$ cat config.mk
export PLATFORM = sky130hd
export DESIGN_NAME = mbx_irq_top
export DESIGN_NICKNAME = d
export VERILOG_FILES = /design/src/rtl/mbx_pkg.sv /design/src/rtl/mbx_port_decode.sv /design/src/rtl/mbx_flag.sv /design/src/rtl/mbx_irq_top.sv
export SDC_FILE = /design/constraint.sdc
export NUM_CORES = 1
export LEC_CHECK = 0
export BUFFER_PORTS_ARGS = -buffer_cell sky130_fd_sc_hd__clkbuf_2
export CORE_AREA = 4 4 41 43
export CTS_CLUSTER_SIZE = 12
export DETAILED_ROUTE_END_ITERATION = 8
export DIE_AREA = 0 0 45 47
export HOLD_SLACK_MARGIN = 0.02
export PLACE_DENSITY = 0.62
export SLEW_MARGIN = 30
export SYNTH_ARGS = -nofsm -noshare
export SYNTH_HDL_FRONTEND = slang
export SYNTH_HIERARCHICAL = 1
export SYNTH_SLANG_ARGS = --single-unit
$ cat constraint.sdc
create_clock -name clk -period 2.54 [get_ports clk]
set_input_delay 0 -clock clk [delete_from_list [all_inputs] [get_ports clk]]
set_output_delay 0 -clock clk [all_outputs]
set_load 0.01 [all_outputs]
$ cat src/rtl/mbx_pkg.sv
package mbx_pkg;
   typedef enum logic {SIDE_L = 1'b0, SIDE_R = 1'b1} side_e;

   typedef struct packed {
      logic far_wr;   // qualified write into the other port's mailbox
      logic own_rd;   // qualified read of this port's own mailbox
   } mbx_evt_t;
endpackage

$ cat src/rtl/mbx_port_decode.sv
module mbx_port_decode
   import mbx_pkg::*;
#(
   parameter int    ADDR_W = 15,
   parameter side_e SIDE   = SIDE_L
) (
   input  logic [ADDR_W-1:0] addr,
   input  logic              ce_n,
   input  logic              rw,
   input  logic              oe_n,
   input  logic              busy_n,
   output mbx_evt_t          evt
);
   localparam logic [ADDR_W-1:0] TOP_A  = '1;
   localparam logic [ADDR_W-1:0] NEXT_A = TOP_A - 1'b1;
   localparam logic [ADDR_W-1:0] OWN_A  = (SIDE == SIDE_R) ? TOP_A  : NEXT_A;
   localparam logic [ADDR_W-1:0] FAR_A  = (SIDE == SIDE_R) ? NEXT_A : TOP_A;

   logic granted;
   logic wr_cyc;
   logic rd_cyc;

   always_comb begin
      granted    = !ce_n && busy_n;
      wr_cyc     = granted && !rw;
      rd_cyc     = granted && rw && !oe_n;
      evt.far_wr = wr_cyc && (addr == FAR_A);
      evt.own_rd = rd_cyc && (addr == OWN_A);
   end
endmodule

$ cat src/rtl/mbx_flag.sv
module mbx_flag (
   input  logic clk,
   input  logic rst,
   input  logic set_req,
   input  logic clr_req,
   output logic irq_n
);
   always_ff @(posedge clk) begin
      if (rst)          irq_n <= 1'b1;
      else if (set_req) irq_n <= 1'b0;
      else if (clr_req) irq_n <= 1'b1;
   end


   set_wins_chk: assert property (@(posedge clk) disable iff (rst)
      set_req |=> !irq_n);


   clear_takes_chk: assert property (@(posedge clk) disable iff (rst)
      (clr_req && !set_req) |=> irq_n);


   flag_holds_chk: assert property (@(posedge clk) disable iff (rst)
      (!set_req && !clr_req) |=> $stable(irq_n));
endmodule

$ cat src/rtl/mbx_irq_top.sv
module mbx_irq_top
   import mbx_pkg::*;
#(
   parameter int ADDR_W = 15
) (
   input  logic              clk,
   input  logic              rst,
   input  logic [ADDR_W-1:0] l_addr,
   input  logic              l_ce_n,
   input  logic              l_rw,
   input  logic              l_oe_n,
   input  logic              l_busy_n,
   input  logic [ADDR_W-1:0] r_addr,
   input  logic              r_ce_n,
   input  logic              r_rw,
   input  logic              r_oe_n,
   input  logic              r_busy_n,
   output logic              l_irq_n,
   output logic              r_irq_n
);
   localparam int NPORT = 2;
   localparam logic [ADDR_W-1:0] R_MBX = '1;
   localparam logic [ADDR_W-1:0] L_MBX = R_MBX - 1'b1;

   if (ADDR_W < 2) begin : g_bad_width
      $error("mbx_irq_top: ADDR_W must be at least 2");
   end

   logic [ADDR_W-1:0] addr_a [NPORT];
   logic [NPORT-1:0]  ce_a, rw_a, oe_a, busy_a, irq_a;
   mbx_evt_t          evt_a  [NPORT];

   always_comb begin
      addr_a[0] = l_addr;  addr_a[1] = r_addr;
      ce_a   = {r_ce_n,   l_ce_n};
      rw_a   = {r_rw,     l_rw};
      oe_a   = {r_oe_n,   l_oe_n};
      busy_a = {r_busy_n, l_busy_n};
   end

   for (genvar g = 0; g < NPORT; g++) begin : g_port
      mbx_port_decode #(
         .ADDR_W (ADDR_W),
         .SIDE   (side_e'(g))
      ) u_dec (
         .addr   (addr_a[g]),
         .ce_n   (ce_a[g]),
         .rw     (rw_a[g]),
         .oe_n   (oe_a[g]),
         .busy_n (busy_a[g]),
         .evt    (evt_a[g])
      );

      mbx_flag u_flag (
         .clk     (clk),
         .rst     (rst),
         .set_req (evt_a[NPORT-1-g].far_wr),
         .clr_req (evt_a[g].own_rd),
         .irq_n   (irq_a[g])
      );
   end

   assign l_irq_n = irq_a[0];
   assign r_irq_n = irq_a[1];


   left_sets_right_chk: assert property (@(posedge clk) disable iff (rst)
      (!l_ce_n && !l_rw && l_busy_n && l_addr == R_MBX) |=> !r_irq_n);


   right_sets_left_chk: assert property (@(posedge clk) disable iff (rst)
      (!r_ce_n && !r_rw && r_busy_n && r_addr == L_MBX) |=> !l_irq_n);


   busy_r_no_set_chk: assert property (@(posedge clk) disable iff (rst)
      !r_busy_n |=> !$fell(l_irq_n));


   busy_l_no_clr_chk: assert property (@(posedge clk) disable iff (rst)
      !l_busy_n |=> !$rose(l_irq_n));


   idle_ports_hold_chk: assert property (@(posedge clk) disable iff (rst)
      (l_ce_n && r_ce_n) |=> ($stable(l_irq_n) && $stable(r_irq_n)));
endmodule

Word level (Yosys, flattened, before mapping):

Index checks and enable logic that the tools add are counted.

* register bits: 2
* bits of input ports: 40
* output and inout bits: 2
* word-level logic and storage cells: 30

* equality and inequality tests: 4
* multiplexer cells: 4
* reduce and logical (&&, ||, !) cells: 20

Operators with widths (number)
* $eq A15 B15 Y1 const B: 4
* $logic_and A1 B1 Y1: 12
* $logic_not A1 Y1: 6
* $mux W1: 4
* $reduce_bool A2 Y1: 2

Logic depth before layout (Yosys ltp):

* depth in word-level cells: 7
* depth in mapped cells: 5
* mapped depth without buffers: 5

Hierarchy:

Netlist, hierarchy kept.

By module, submodules not included
* mbx_flag: times used 2, cells each 3, area an instance 35.0 um2, seq. area each 20.0 um2
* mbx_port_decode at g_port[1].u_dec: times used 1, cells each 7, area an instance 56.3 um2, seq. area each 0.0 um2
* mbx_port_decode at g_port[0].u_dec: times used 1, cells each 8, area an instance 52.6 um2, seq. area each 0.0 um2

Least setup slack after synthesis:

No wires, ideal clock.

* kind: in2reg
* from: input r_ce_n
* to: register g_port[1].u_flag.irq_n
* library setup time: 68 ps
* data arrival time: 761 ps
* data required time: 2472 ps
* slack: 1711 ps
* cell stages on the path: 5
* path buffers: 0
* path through: nand4b_1 nor4_1 and4b_1 nor2_1 o21bai_2

RTL lines
* start: declaration: RTL line mbx_irq_top.sv:14 `input logic r_ce_n,`
* end signal: assignment: RTL line mbx_flag.sv:9 `if (rst) irq_n <= 1'b1;`
* end signal: assignment: RTL line mbx_flag.sv:10 `else if (set_req) irq_n <= 1'b0;`
* end signal: assignment: RTL line mbx_flag.sv:11 `else if (clr_req) irq_n <= 1'b1;`
* end: declaration: RTL line mbx_flag.sv:6 `output logic irq_n`

==> run summary <==
The total global routing overflow came out at 0. The combinational family with the most area after synthesis is simple AND/OR/NAND/NOR gates. The average wire length per cell after detail routing came out at 9.62 um. Counting every sink on the clock net gives 2. The post-synthesis simple-gate area fraction is 65.0%.

TritonCTS built the clock tree. The sort of element at the end of the critical path is a flop. The run finished with clean final reports. Global routing used 7.26% of the available tracks across all layers.

The utilization of the core after routing came out at 33.5%. The post-synthesis mux area share is 0%. The instance count of the mapped netlist is 21. After legalization and detailed placement, the total HPWL measured 725 um. The startpoint type of the worst setup path is an input pin. The tree is rooted in a sky130_fd_sc_hd__clkbuf_4. In this run the remaining antenna-violating nets after routing total 0. The cell count after placement is 77.

Dividing total power by cell area gives a power density of 313 nW/um^2. The number of hold-slack violations in the final timing report came to 0. The post-synthesis sequential area ratio came out at 22.4%. After synthesis the netlist holds a flip-flop and latch count of 2.

The clock-pin slew on the worst setup and hold paths came out at 0.03 ns. For this design the static power due to leakage is 0.000241 uW. The number of buffers between clock root and the deepest sink came out at 2. The cell area after placement came out at 403 sq um. The fraction of layout cells with a size suffix above 1 came out at 71.2%. The slack of the worst reg-to-reg path came out at 1.93 ns. The final layout contains routed wiring with a total length of 779 um.

The required time of the critical path is 2.70 ns. The effective utilization at floorplan came out at 13.8%. The number of warnings printed during yosys synthesis is 6.

The total inserted antenna cells is 0. The largest registers in the layout are g_port.u_flag/irq_n x2. The wire length of the first global-routing pass is 1.06 mm. The worst pin sits at a relative slew slack of 80.6%. The number of max-cap violations came out at 0.

The number of setup buffers added after CTS is 0. The I/O pin total is 42. The core region is 1300 sq um.

Clock latency on the worst-skew pair, taken at its later pin, is 0.22 ns. Setup violations remaining at the end of the flow were counted as 0. The DRC violation total after the first TritonRoute iteration is 0. The post-route non-filler standard cell count came out at 81. The die outline area is 2120 sq um. Synthesis produced a netlist with a net count of 61.

g_port.u_flag/irq_n holds more flip-flops than any other register. The length in cells of the worst reg-to-reg path is 2. After detailed routing, the number of vias per cell comes to 4.23. The global placement routability congestion came out at 0.593.

The die outline width is 45 um. The number of antenna violations at the first check in global routing came out at 0. The count of instances resized after the clock tree is built came out at 0. The initialized floorplan defines 13 standard-cell rows. In this run the worst hold path is classified as input pin to flop. The path with the worst hold slack has its endpoint at g_port[0].u_flag/irq_n.

The worst clock skew is 0 ns. The number of flip-flops in the largest register came out at 2. The total negative slack for setup checks is 0 ns. Summing the areas of all xor and xnor instances in the mapped netlist gives 0% of the synthesized area. The number of nets in the layout came out at 108. In this run the critical register-to-register path is launched from g_port[0].u_flag/irq_n.

The area of the mapped netlist is 179 sq um. The worst ir drop on vdd came out at 130 uV. Relative to the synthesized area, the layout overhead comes to 143%. The data arrival time of the critical path came out at 0.94 ns.

The synthesized area per cell is 8.52 sq um. Setup repair after global routing left no endpoint under its margin. The maximum number of pins on one net before global-route repair is 3. The minimum period implied by the final worst setup slack is 0.779 ns.

The post-synthesis cell type count is 10. The port buffer count is 41. The start point of the worst hold path is r_addr[0].

The share of the synthesized area in compound gates (AO/OA/AOI/OAI) is 12.6%. The top achievable clock speed is 1280 MHz. Summing over every cut layer, the via total after detailed routing is 343. The number of optimization iterations in the first detailed-route pass came out at 1. In this run, CTS created clock tree buffers numbering 3. After filler insertion, the fill cell instance count of the layout stands at 149.

In this run the worst path has a maximum fanout of 2. The endpoint identified for the worst register-to-register timing path is g_port[0].u_flag/irq_n. After Yosys synthesis, full adders, half adders and majority gates account for 0% of the synthesized area. The depth of the worst hold-timing path is 3.

The y dimension of the die is 47 um. The slew at the pin with the worst max-slew slack is 0.288 ns. The number of pins with negative max-slew slack in the final report was 0. The via count of the first global-routing pass is 294. The count of H-tree levels built during CTS is 1. The setup path with the least slack is of type input pin to flop.

The DRC violation count after routing is 0. The final period utilization is 30.7%. The area of all placed cells without fillers came out at 435 sq um.
metal layers:
layer / track usage, % / share of wire [%]
met2: 11.9 / 52
met5: 0 / 0
met1: 6.79 / 30
met3: 1.92 / 18
met4: 8.77 / 0
cells by family after synthesis:
| family | count (synthesis) |
|---|---|
| simple gates | 17 |
| flops | 2 |
| compound gates | 2 |
critical path: stages:
cell	delay, ns
sky130_fd_sc_hd__clkbuf_2	0.07
sky130_fd_sc_hd__nand4b_1	0.15
sky130_fd_sc_hd__nor4_1	0.32
sky130_fd_sc_hd__and4b_1	0.24
sky130_fd_sc_hd__nor2_1	0.05
sky130_fd_sc_hd__o21bai_2	0.09
how the worst max path moves through the flow:
stage,cells after the start,from,end
global placement,5,r_ce_n,g_port[0].u_flag/irq_n
CTS,6,r_ce_n,g_port[1].u_flag/irq_n
detailed placement,6,r_ce_n,g_port[1].u_flag/irq_n
floorplan,5,r_ce_n,g_port[1].u_flag/irq_n
finish,6,r_ce_n,g_port[1].u_flag/irq_n
global route,6,l_ce_n,g_port[0].u_flag/irq_n
cell usage in the layout, fill, tap and decap left out:
master                          count
sky130_fd_sc_hd__clkbuf_2          41
sky130_fd_sc_hd__nand4_1            6
sky130_fd_sc_hd__clkbuf_4           3
sky130_fd_sc_hd__nor2_1             3
sky130_fd_sc_hd__nand4b_1           2
sky130_fd_sc_hd__nor4_1             2
sky130_fd_sc_hd__o21bai_2           2
sky130_fd_sc_hd__dfxtp_1            2
sky130_fd_sc_hd__and3_1             1
sky130_fd_sc_hd__and3b_1            1
sky130_fd_sc_hd__and4b_1            1
sky130_fd_sc_hd__nor3b_2            1
sky130_fd_sc_hd__dlygate4sd3_1      1
area by class of cell:
type	count	area (sq um)	share of cell area (%)
clock buffer	3	22.5	5.17
multi-input combinational	19	139	31.9
tap	15	18.8	4.31
timing repair buffer	42	215	49.4
sequential	2	40.0	9.20
synthesized netlist by cell type:
cell type	number	area share, %
sky130_fd_sc_hd__dfxtp_1	2	22
sky130_fd_sc_hd__and3b_1	1	4.9
sky130_fd_sc_hd__nor4_1	2	7.0
sky130_fd_sc_hd__nand4_1	6	21
sky130_fd_sc_hd__nor2_1	3	6.3
sky130_fd_sc_hd__and4b_1	1	5.6
sky130_fd_sc_hd__o21bai_2	2	13
sky130_fd_sc_hd__nor3b_2	1	7.0
sky130_fd_sc_hd__and3_1	1	3.5
sky130_fd_sc_hd__nand4b_1	2	9.8
through the flow:
stage | power, uW | worst slack [ns] | hold WS [ns]
CTS | 143 | 1.73 | 0.0536
global placement | 64.8 | 1.52 | 0.208
global route | 147 | 1.66 | 0.0723
finish | 136 | 1.76 | 0.0582
floorplan | 36.0 | 1.71 | 0.110
detailed placement | 65.3 | 1.49 | 0.214
report_power, final:
group | total, uW | internal [uW] | switching [uW]
sequential | 31.7 | 31.7 | 0.000128
combinational | 34.2 | 24.9 | 9.37
clock | 70.4 | 52.1 | 18.2
total | 136 | 109 | 27.6
what timing repair did:
action,in CTS,in global routing
hold buffers,1,0
setup endpoints to repair,0,0
hold endpoints to repair,2,0
(Power assumes the default switching activity.)
